[config.mk]
export PLATFORM = sky130hd
export DESIGN_NAME = baudClkGen
export DESIGN_NICKNAME = d
export VERILOG_FILES = /design/src/rtl/baudPkg.sv /design/src/rtl/baudCtrl.sv /design/src/rtl/baudLane.sv /design/src/rtl/baudDatapath.sv /design/src/rtl/baudClkGen.sv
export SDC_FILE = /design/constraint.sdc
export NUM_CORES = 1
export LEC_CHECK = 0
export BUFFER_PORTS_ARGS = -buffer_cell sky130_fd_sc_hd__buf_2
export CORE_MARGIN = 3
export CORE_UTILIZATION = 30
export CTS_BUF_LIST = sky130_fd_sc_hd__clkbuf_16
export CTS_CLUSTER_DIAMETER = 30
export DETAILED_ROUTE_END_ITERATION = 8
export GPL_TIMING_DRIVEN = 0
export MAX_ROUTING_LAYER = met4
export PLACE_DENSITY = 0.47
export SLEW_MARGIN = 10
export SYNTH_ARGS = -nofsm -noshare
export SYNTH_HDL_FRONTEND = slang
export SYNTH_HIERARCHICAL = 1
export SYNTH_SLANG_ARGS = --single-unit
export TNS_END_PERCENT = 100
[constraint.sdc]
create_clock -name clk -period 10.8 [get_ports clk]
set_clock_uncertainty 0.1 [all_clocks]
set_input_delay 2.16 -clock clk [delete_from_list [all_inputs] [get_ports clk]]
set_output_delay 2.16 -clock clk [all_outputs]
set_load 0.1 [all_outputs]
[src/rtl/baudPkg.sv]
package baudPkg;

  parameter int NUM_LANES = 4;
  parameter int SEL_W     = 5;
  parameter int DIV_W     = 13;

  localparam logic [3:0] CODE_TIMER = 4'hE;
  localparam logic [3:0] CODE_PIN   = 4'hF;
  localparam logic [SEL_W-1:0] SEL_OFF = 5'h1D;

  typedef enum logic [1:0] {
    SRC_TABLE = 2'd0,
    SRC_TIMER = 2'd1,
    SRC_PIN   = 2'd2,
    SRC_OFF   = 2'd3
  } srcKindT;

  typedef struct packed {
    logic [NUM_LANES-1:0] selWr;
    logic [SEL_W-1:0]     selData;
    logic                 preloadWr;
    logic                 cfgWr;
  } strobeT;

  function automatic srcKindT srcOf(input logic [SEL_W-1:0] sel);
    if (sel[3:0] == CODE_TIMER)                 return SRC_TIMER;
    else if (sel[3:0] == CODE_PIN)              return SRC_PIN;
    else if (sel[4] && (sel[3:0] >= 4'd9))      return SRC_OFF;
    else                                        return SRC_TABLE;
  endfunction

  function automatic logic [DIV_W-1:0] divOf(input logic [SEL_W-1:0] sel);
    logic [DIV_W-1:0] d;
    case (sel)
      5'h00: d = 13'd4608;
      5'h01: d = 13'd3072;
      5'h02: d = 13'd2095;
      5'h03: d = 13'd1713;
      5'h04: d = 13'd1536;
      5'h05: d = 13'd1152;
      5'h06: d = 13'd768;
      5'h07: d = 13'd384;
      5'h08: d = 13'd219;
      5'h09: d = 13'd192;
      5'h0A: d = 13'd128;
      5'h0B: d = 13'd115;
      5'h0C: d = 13'd96;
      5'h0D: d = 13'd48;
      5'h10: d = 13'd32;
      5'h11: d = 13'd24;
      5'h12: d = 13'd16;
      5'h13: d = 13'd12;
      5'h14: d = 13'd8;
      5'h15: d = 13'd6;
      5'h16: d = 13'd4;
      5'h17: d = 13'd3;
      5'h18: d = 13'd2;
      default: d = 13'd1;
    endcase
    return d;
  endfunction

endpackage

[src/rtl/baudCtrl.sv]
module baudCtrl
  import baudPkg::*;
#(
  parameter int ADDR_W = 3,
  parameter int DATA_W = 16
) (
  input  logic              clk,
  input  logic              rstN,
  input  logic              wrEn,
  input  logic [ADDR_W-1:0] wrAddr,
  input  logic [DATA_W-1:0] wrData,
  output strobeT            strobe,
  output logic [DATA_W-1:0] preload,
  output logic              timerFromPin
);

  localparam logic [ADDR_W-1:0] ADDR_PRELOAD = ADDR_W'(NUM_LANES);
  localparam logic [ADDR_W-1:0] ADDR_CFG     = ADDR_W'(NUM_LANES + 1);

  strobeT strobeNext;

  always_comb begin
    strobeNext = '0;
    for (int i = 0; i < NUM_LANES; i++) begin
      strobeNext.selWr[i] = wrEn && (wrAddr == ADDR_W'(i));
    end
    strobeNext.selData   = wrData[SEL_W-1:0];
    strobeNext.preloadWr = wrEn && (wrAddr == ADDR_PRELOAD);
    strobeNext.cfgWr     = wrEn && (wrAddr == ADDR_CFG);
  end

  always_ff @(posedge clk) begin
    if (!rstN) begin
      strobe       <= '0;
      preload      <= '0;
      timerFromPin <= 1'b0;
    end else begin
      strobe <= strobeNext;
      if (strobeNext.preloadWr) preload      <= wrData;
      if (strobeNext.cfgWr)     timerFromPin <= wrData[0];
    end
  end

endmodule

[src/rtl/baudLane.sv]
module baudLane
  import baudPkg::*;
(
  input  logic             clk,
  input  logic             rstN,
  input  logic             selWr,
  input  logic [SEL_W-1:0] selData,
  input  logic             timerPulse,
  input  logic             pinPulse,
  output logic             tick
);

  logic [SEL_W-1:0] activeSel;
  logic [SEL_W-1:0] pendingSel;
  logic             pendingValid;
  logic [DIV_W-1:0] divCnt;
  srcKindT          activeKind;
  logic             srcPulse;
  logic             switchNow;

  assign activeKind = srcOf(activeSel);

  always_comb begin
    case (activeKind)
      SRC_TABLE: srcPulse = (divCnt == '0);
      SRC_TIMER: srcPulse = timerPulse;
      SRC_PIN:   srcPulse = pinPulse;
      default:   srcPulse = 1'b0;
    endcase
  end

  // switch only on a pulse boundary, or at once when the lane is silent
  assign switchNow = pendingValid && (srcPulse || (activeKind == SRC_OFF));

  always_ff @(posedge clk) begin
    if (!rstN) begin
      activeSel    <= SEL_OFF;
      pendingSel   <= SEL_OFF;
      pendingValid <= 1'b0;
      divCnt       <= '0;
      tick         <= 1'b0;
    end else begin
      tick <= srcPulse;
      if (switchNow) begin
        activeSel <= pendingSel;
        divCnt    <= divOf(pendingSel) - 1'b1;
      end else if (activeKind == SRC_TABLE) begin
        divCnt <= (divCnt == '0) ? divOf(activeSel) - 1'b1 : divCnt - 1'b1;
      end
      if (selWr) begin
        pendingSel   <= selData;
        pendingValid <= 1'b1;
      end else if (switchNow) begin
        pendingValid <= 1'b0;
      end
    end
  end

endmodule

[src/rtl/baudDatapath.sv]
module baudDatapath
  import baudPkg::*;
#(
  parameter int DATA_W      = 16,
  parameter int SYNC_STAGES = 2
) (
  input  logic                 clk,
  input  logic                 rstN,
  input  strobeT               strobe,
  input  logic [DATA_W-1:0]    preload,
  input  logic                 timerFromPin,
  input  logic [NUM_LANES-1:0] extClk,
  input  logic                 ctExtClk,
  output logic [NUM_LANES-1:0] tick
);

  localparam int PIN_LINES = NUM_LANES + 1;

  logic [PIN_LINES-1:0] pinRaw;
  logic [PIN_LINES-1:0] pinEdge;

  assign pinRaw = {ctExtClk, extClk};

  for (genvar p = 0; p < PIN_LINES; p++) begin : gSync
    logic [SYNC_STAGES:0] shiftR;
    always_ff @(posedge clk) begin
      if (!rstN) shiftR <= '0;
      else       shiftR <= {shiftR[SYNC_STAGES-1:0], pinRaw[p]};
    end
    assign pinEdge[p] = shiftR[SYNC_STAGES-1] & ~shiftR[SYNC_STAGES];
  end

  // shared counter/timer
  logic [DATA_W-1:0] ctCount;
  logic              ctOut;
  logic              ctStep;
  logic              ctLive;
  logic              ctTerm;
  logic              timerPulse;

  assign ctStep     = timerFromPin ? pinEdge[NUM_LANES] : 1'b1;
  assign ctLive     = (preload != '0);
  assign ctTerm     = (ctCount <= DATA_W'(1));
  assign timerPulse = ctStep && ctLive && ctTerm && !ctOut;

  always_ff @(posedge clk) begin
    if (!rstN) begin
      ctCount <= '0;
      ctOut   <= 1'b0;
    end else if (ctStep && ctLive) begin
      if (ctTerm) begin
        ctCount <= preload;
        ctOut   <= ~ctOut;
      end else begin
        ctCount <= ctCount - 1'b1;
      end
    end
  end

  for (genvar i = 0; i < NUM_LANES; i++) begin : gLane
    baudLane uLane (
      .clk        (clk),
      .rstN       (rstN),
      .selWr      (strobe.selWr[i]),
      .selData    (strobe.selData),
      .timerPulse (timerPulse),
      .pinPulse   (pinEdge[i]),
      .tick       (tick[i])
    );
  end

endmodule

[src/rtl/baudClkGen.sv]
module baudClkGen
  import baudPkg::*;
#(
  parameter int ADDR_W      = 3,
  parameter int DATA_W      = 16,
  parameter int SYNC_STAGES = 2
) (
  input  logic                 clk,
  input  logic                 rstN,
  input  logic                 wrEn,
  input  logic [ADDR_W-1:0]    wrAddr,
  input  logic [DATA_W-1:0]    wrData,
  input  logic [NUM_LANES-1:0] extClk,
  input  logic                 ctExtClk,
  output logic [NUM_LANES-1:0] tick
);

  strobeT            strobe;
  logic [DATA_W-1:0] preload;
  logic              timerFromPin;

  baudCtrl #(.ADDR_W(ADDR_W), .DATA_W(DATA_W)) uCtrl (
    .clk          (clk),
    .rstN         (rstN),
    .wrEn         (wrEn),
    .wrAddr       (wrAddr),
    .wrData       (wrData),
    .strobe       (strobe),
    .preload      (preload),
    .timerFromPin (timerFromPin)
  );

  baudDatapath #(.DATA_W(DATA_W), .SYNC_STAGES(SYNC_STAGES)) uData (
    .clk          (clk),
    .rstN         (rstN),
    .strobe       (strobe),
    .preload      (preload),
    .timerFromPin (timerFromPin),
    .extClk       (extClk),
    .ctExtClk     (ctExtClk),
    .tick         (tick)
  );

endmodule

==> results of run 1 <==
==> power breakdown <==
| part | internal, mW | switching (mW) |
|---|---|---|
| Combinational | 0.280 | 0.428 |
| Clock | 1.50 | 0.635 |
| Sequential | 1.01 | 0.0429 |
| Total | 2.79 | 1.11 |
==> per-stage QoR <==
step / util, % / worst slack (ps) / cells / power [mW] / hold WS, ps
6_report: 37.6 / 4850 / 2550 / 3.89 / 321
5_1_grt: 37.6 / 4290 / 2550 / 4.07 / 338
4_1_cts: 37.6 / 4840 / 2550 / 3.93 / 327
3_5_place_dp: 32.5 / 4900 / 2417 / 1.76 / 321
3_3_place_gp: 32.5 / 4840 / 2417 / 1.76 / 316
2_1_floorplan: - / 5930 / 1772 / 1.60 / 312
==> cell usage in the layout (no fill, tap or decap), types with 13 or more instances in the layout <==
cell type  count
o22ai_1       22
a21oi_1      157
buf_4         14
o21ai_0       69
clkbuf_16     74
or3_1         20
nor4_1        15
clkinv_1      21
ha_1          42
dfxtp_1      262
and2_1        31
o211ai_1      22
a21o_1        15
mux2i_1       82
a31oi_1       23
xor2_1        13
buf_2         53
clkbuf_1      49
nand3_1       53
xnor2_1       28
nand2_1      197
nor3_1        83
inv_1         68
nor2_1       171
clkinv_2      17
o21ai_1       17
a211oi_1      29
==> how the worst max path moves through the flow <==
stage                                      endpoint  slack [ps]
global route         uData/gLane[2].uLane/divCnt[6]        4290
finish               uData/gLane[2].uLane/divCnt[6]        4850
global placement     uData/gLane[2].uLane/divCnt[6]        4840
detailed placement   uData/gLane[2].uLane/divCnt[6]        4900
CTS                  uData/gLane[2].uLane/divCnt[6]        4840
floorplan           uData/gLane[0].uLane/divCnt[10]        5930
==> worst register-to-register path: stages, from the launching register on <==
cell	delay (ps)
dfxtp_1	340
or4_4	570
nor4_4	570
nand2_4	210
or3_1	380
inv_1	280
mux2_2	270
o21ai_2	140
a21oi_2	270
buf_2	320
buf_4	240
nor2_1	70
a21oi_1	170
ha_1	310
nor4b_1	780
nand2b_1	100
a211oi_1	220
a31oi_1	90
xor2_1	190
mux2i_1	140
nor2_1	50
==> layer usage <==
layer / vias to the layer above / part of all wire, % / track usage, %
met4: 0 / 2.5 / 6.56
met5: - / 0 / -
met1: 6276 / 49 / 24.1
li1: 6632 / - / -
met3: 78 / 6.3 / 3.11
met2: 436 / 42 / 24.5
==> area by class of cell <==
class,count,share of cell area (%)
Buffer,103,3.41
Clock buffer,74,10.3
Clock inverter,59,3.36
Inverter,79,1.75
Multi-Input combinational cell,1328,47.1
Sequential cell,262,29.1
Tap cell,615,4.26
Timing Repair Buffer,30,0.832
==> impl_results.md, run 1 <==
- Sequential Area: 5250 um2
- WP depth: 20
- Setup Viol. Count Final: 0
- CTS H-tree lvls: 3
- Reg2reg path depth: 20
- Die area: 51,600 um2
- Clk slew on worst S/H paths: 40 ps
- Final Cell Area: 18,000 um2
- Layout cell share with drive strength beyond 1: 14.8%
- Vias in the first global route: 12,868
- Initial DRT Pass Iterations: 5
- RR Endpoint: uData/gLane[2].uLane/divCnt[6]
- TritonCTS clock tree: done
- Hold path startpoint: uData/gSync[4].shiftR[0]
- Syn_nets: 1,841
- Initial Util: 30.5%
- Multi-input gate area: 8500 um2
- Post-route DRC: 0
- Fin. Hold Viols: 0
- CTS Hold Bufs: 0
- Crit. Startpoint: uData/ctCount[8]
- PD cells: 216 nW/um2
- R2r setup slk: 4850 ps
- TritonCTS Sinks: 262
- Hpwl dp: 31,300 um
- Startpoint Class: flop
- Largest net degree at the start of global routing: 20
- Number of max-cap violations: 0
- DRT iter0 DRCs: 1,065
- Root Buffer: clkbuf_16
- Io pins: 31
- Final ANT Viol Nets: 0
- Final slew viol count: 0
- Die X: 227 um
- Port bufs: 30
- Initial antenna violation count: 0
- Delay-heaviest family, CP: simple AND/OR/NAND/NOR gates
- Type of element capturing the critical path: flop
- Wirelength per Cell: 17.0 um
- CTS buffer count: 73
- Worst EP required: 11,130 ps
- CP Buf/Inv Count: 3
- DR vias/cell: 5.26
- Crit path DAT: 6280 ps
- GR Util All Layers: 17.2%
- Max clock buf depth: 3
- Postcts setup bufs: 0
- Status: complete, no violations
- CP dominant cell by count: nor2_1
- Fmax: 0.168 GHz
- Core Area: 48,000 um2
- Peak VDD IR: 0.000148 V
- Nets: 1,946
- Worst R2R Start: uData/ctCount[8]
- Routability cong.: 0.882
- Drt total wl: 43,300 um
- Row count: 80
- Hold Path Class: reg2reg
- Post-CTS sizing: 0
- Post-synthesis cell area: 14,700 um2
- Mean Syn Cell Area: 8.28 um2
- Rel. slew slack: 22.2%
- Layout area overhead: 23.0%
- Cells after Synth: 1,772
- Fin crit share: 55.1%
- Tmin final: 5950 ps
- N_diodes: 0
- Setup TNS Final: 0 ps
- Worst skew pair latency: 580 ps
- RSZ-0062 raised after global routing: false
- Crit-path max FO: 10
- Die height: 227 um
- Total grt overflow: 0
- Fill count: 4,908
- Worst slew pin tran: 1140 ps
- Max stage delay on crit path: 770 ps
- Type of the worst setup path: reg2reg
- DP Area: 15,600 um2
- Lkg Pwr: 7.22 nW
- First-pass GRT wire length: 69,500 um
- Vias: 13,422
- Worst hold stages: 1
- YS warnings: 6
- CP max-delay cell: nor4b_1
- WHS Endpoint: uData/gSync[4].shiftR[1]
- CP cell instances: or4_4 -> nor4_4 -> nand2_4 -> or3_1 -> inv_1 -> mux2_2 -> o21ai_2 -> a21oi_2 -> buf_2 -> buf_4 -> nor2_1 -> a21oi_1 -> ha_1 -> nor4b_1 -> nand2b_1 -> a211oi_1 -> a31oi_1 -> xor2_1 -> mux2i_1 -> nor2_1
Note: power is estimated with default switching activity, not from simulation.
==> inputs of run 2 (changes only) <==
--- a/config.mk
+++ b/config.mk
@@ -5,6 +5,7 @@
 export SDC_FILE = /design/constraint.sdc
 export NUM_CORES = 1
 export LEC_CHECK = 0
+export ABC_AREA = 1
 export BUFFER_PORTS_ARGS = -buffer_cell sky130_fd_sc_hd__buf_2
 export CORE_MARGIN = 3
 export CORE_UTILIZATION = 30
==> constraint.sdc (replaced) <==
create_clock -name clk -period 5.6 [get_ports clk]
set_clock_uncertainty 0.1 [all_clocks]
set_input_delay 1.12 -clock clk [delete_from_list [all_inputs] [get_ports clk]]
set_output_delay 1.12 -clock clk [all_outputs]
set_load 0.1 [all_outputs]
==> run 2 against run 1 <==
Net effect: synthesized area grew 0.26%; sequential power grew 93%; die area grew 0.26%; wire length shrank 8.9%; final area grew 0.97%; worst hold slack lost 17 ps; register-to-register slack lost 3200 ps; global-route usage shrank 1.2 points; cell count grew 15%; synthesized cell count grew 22%; combinational power grew to 2.5 times the previous value; via count grew 1.0%; largest cell class unchanged.
==> impl_results.md, run 2 <==
- Row count: 80 (unchanged)
- Design Power: 8.20 mW (+110%)
- DR top layer: met4
- Inst Count DP: 2,803 (+16%)
- RSZ-0062 raised after global routing: false
- Post-CTS sizing: 0 (unchanged)
- PD cells: 450 nW/um2 (+110%)
- CP max-delay cell: dfxtp_1
- Lkg Pwr: 9.34 nW (+29%)
- Worst R2R Start: uData/ctCount[0]
- Setup TNS Final: 0 ps (unchanged)
- Worst slew pin tran: 890 ps (-245 ps)
- Vias: 13,557 (+1.0%)
- Number of max-cap violations: 0 (unchanged)
- Status: complete, no violations
- Max clock buf depth: 3 (unchanged)
- Most common cell after layout, fill and taps aside: nand2_1
- Type of element capturing the critical path: flop
- TritonCTS Sinks: 262 (unchanged)
- Fin crit share: 70.8% (+16 points)
- Final ANT Viol Nets: 0 (unchanged)
- Final slew viol count: 0 (unchanged)
- Core Area: 48,000 um2 (unchanged)
- Die X: 227 um (+0.13%)
- TritonCTS clock tree: done
- Wirelength per Cell: 13.4 um (-21%)
- Setup slack at placement: 1620 ps (-3290 ps)
- R2r setup slk: 1640 ps (-3210 ps)
- Crit path DAT: 4360 ps (-1920 ps)
- Crit-path max FO: 10 (unchanged)
- N_diodes: 0 (unchanged)
- Metal-1 WL: 18,800 um (-12%)
- Fin. Hold Viols: 0 (unchanged)
- Hpwl dp: 29,500 um (-5.9%)
- Rel. slew slack: 40.2% (+18 points)
- Postcts setup bufs: 0 (unchanged)
- Layout cell share with drive strength beyond 1: 15.9% (+1.1 points)
- DRT iter0 DRCs: 653 (-39%)
- DR vias/cell: 4.61 (-12%)
- Crit. Startpoint: uData/ctCount[0]
- Final core occ: 37.9% (+0.36 points)
- Hold Path Class: reg2reg
- Syn_nets: 2,227 (+21%)
- Worst skew pair latency: 580 ps (about the same)
- Most frequent cells in the layout: 526 x nand2_1, 328 x inv_1, 262 x dfxtp_1, 209 x nor2_1, 185 x nand3_1
- YS warnings: 6 (unchanged)
- GR Util All Layers: 16.0% (-1.2 points)
- Initial DRT Pass Iterations: 5 (unchanged)
- Multi-input gate area: 7690 um2 (-9.5%)
- Die height: 227 um (+0.13%)
- Hold Slack: 305 ps (-16.6 ps)
- CP cell instances: inv_1 -> ha_1 -> nor2_1 -> nor2_1 -> nand3b_1 -> buf_6 -> nor2_1 -> nand2_1 -> inv_1 -> or2_0 -> o211ai_2 -> nand3_4 -> nand2_4 -> inv_2 -> nand2_1 -> o21ai_0 -> or2_1 -> inv_1 -> ha_1 -> or2_1 -> nand2_1 -> nand3_1 -> o221ai_1
- Final worst slack: 1640 ps (-3210 ps)
- Peak VDD IR: 0.000451 V (+200%)
- Io pins: 31 (unchanged)
- Post-Layout Cell Count: 2,938 (+15%)
- Max stage delay on crit path: 330 ps (-440 ps)
- Root Buffer: clkbuf_16
- Fill count: 5,121 (+4.3%)
- CTS buffer count: 74 (+1.4%)
- Layout area overhead: 23.9%
- First-pass GRT wire length: 64,900 um (-6.6%)
- Type of the worst setup path: reg2reg
- Total grt overflow: 0 (unchanged)
- Final Cell Area: 18,200 um2 (+0.97%)
- Drt total wl: 39,500 um (-8.9%)
- Clk slew on worst S/H paths: 40 ps (about the same)
- Sequential Area: 5250 um2 (unchanged)
- CTS Hold Bufs: 0 (unchanged)
- Nets: 2,333 (+20%)
- Routability cong.: 0.852 (-3.3%)
- Tmin final: 3960 ps (-1990 ps)
- Post-synthesis cell area: 14,700 um2 (+0.26%)
- Vias in the first global route: 13,274 (+3.2%)
- Startpoint Class: flop
- Initial Util: 30.6% (+0.081 points)
- Port bufs: 30 (unchanged)
- CTS H-tree lvls: 3 (unchanged)
- DP Area: 15,600 um2 (+0.25%)
- Worst EP required: 5990 ps (-5140 ps)
- DR WL met3: 1890 um (-31%)
- Reg2reg path depth: 23 (+15%)
- Met2 routed wirelength: 17,900 um (-1.6%)
- Setup Viol. Count Final: 0 (unchanged)
- Cells after Synth: 2,158 (+22%)
- Initial antenna violation count: 0 (unchanged)
- Post-route DRC: 0 (unchanged)
- Mean Syn Cell Area: 6.82 um2 (-18%)
- Fmax: 0.252 GHz (+50%)
- Die area: 51,700 um2 (+0.26%)
- Largest net degree at the start of global routing: 22 (+10%)
==> run 2: final cells by class <==
cell class	count	area share [%]
Clock buffer	74	10.2
Buffer	52	1.91
Clock inverter	61	4.07
Inverter	377	7.84
Tap cell	615	4.22
Sequential cell	262	28.8
Timing Repair Buffer	30	0.824
Multi-Input combinational cell	1467	42.2
==> run 2: worst min-delay path by stage <==
stage / from / to / slack [ps] / depth (start not counted)
2_1_floorplan: uData/gSync[0].shiftR[0] / uData/gSync[0].shiftR[1] / 290 / 2
3_3_place_gp: uData/gSync[3].shiftR[0] / uData/gSync[3].shiftR[1] / 290 / 2
3_5_place_dp: uData/gSync[3].shiftR[0] / uData/gSync[3].shiftR[1] / 300 / 2
4_1_cts: uData/gSync[3].shiftR[0] / uData/gSync[3].shiftR[1] / 300 / 2
5_1_grt: uData/gSync[3].shiftR[0] / uData/gSync[3].shiftR[1] / 340 / 2
6_report: uData/gSync[3].shiftR[0] / uData/gSync[3].shiftR[1] / 300 / 2
==> run 2: per-layer routing <==
layer,global-route usage [%],up-vias
li1,-,7086
met1,20.0,6100
met2,25.6,292
met3,3.53,79
met4,5.47,0
met5,-,-
==> run 2: worst max-delay path: cells and delay by family, from the launching register on <==
family | cells | cell delay [ps]
flip-flops | 1 | 330
AO/OA/AOI/OAI | 3 | 340
AND/OR/NAND/NOR | 13 | 1660
buffers and inverters | 5 | 770
adder cells (fa/ha/maj) | 2 | 650
==> run 2: report_power, final <==
| group | total [mW] | internal (mW) | switching (mW) |
|---|---|---|---|
| registers | 2.05 | 1.97 | 0.0804 |
| clock network | 4.35 | 3.09 | 1.26 |
| logic | 1.80 | 0.617 | 1.18 |
| total | 8.20 | 5.67 | 2.53 |
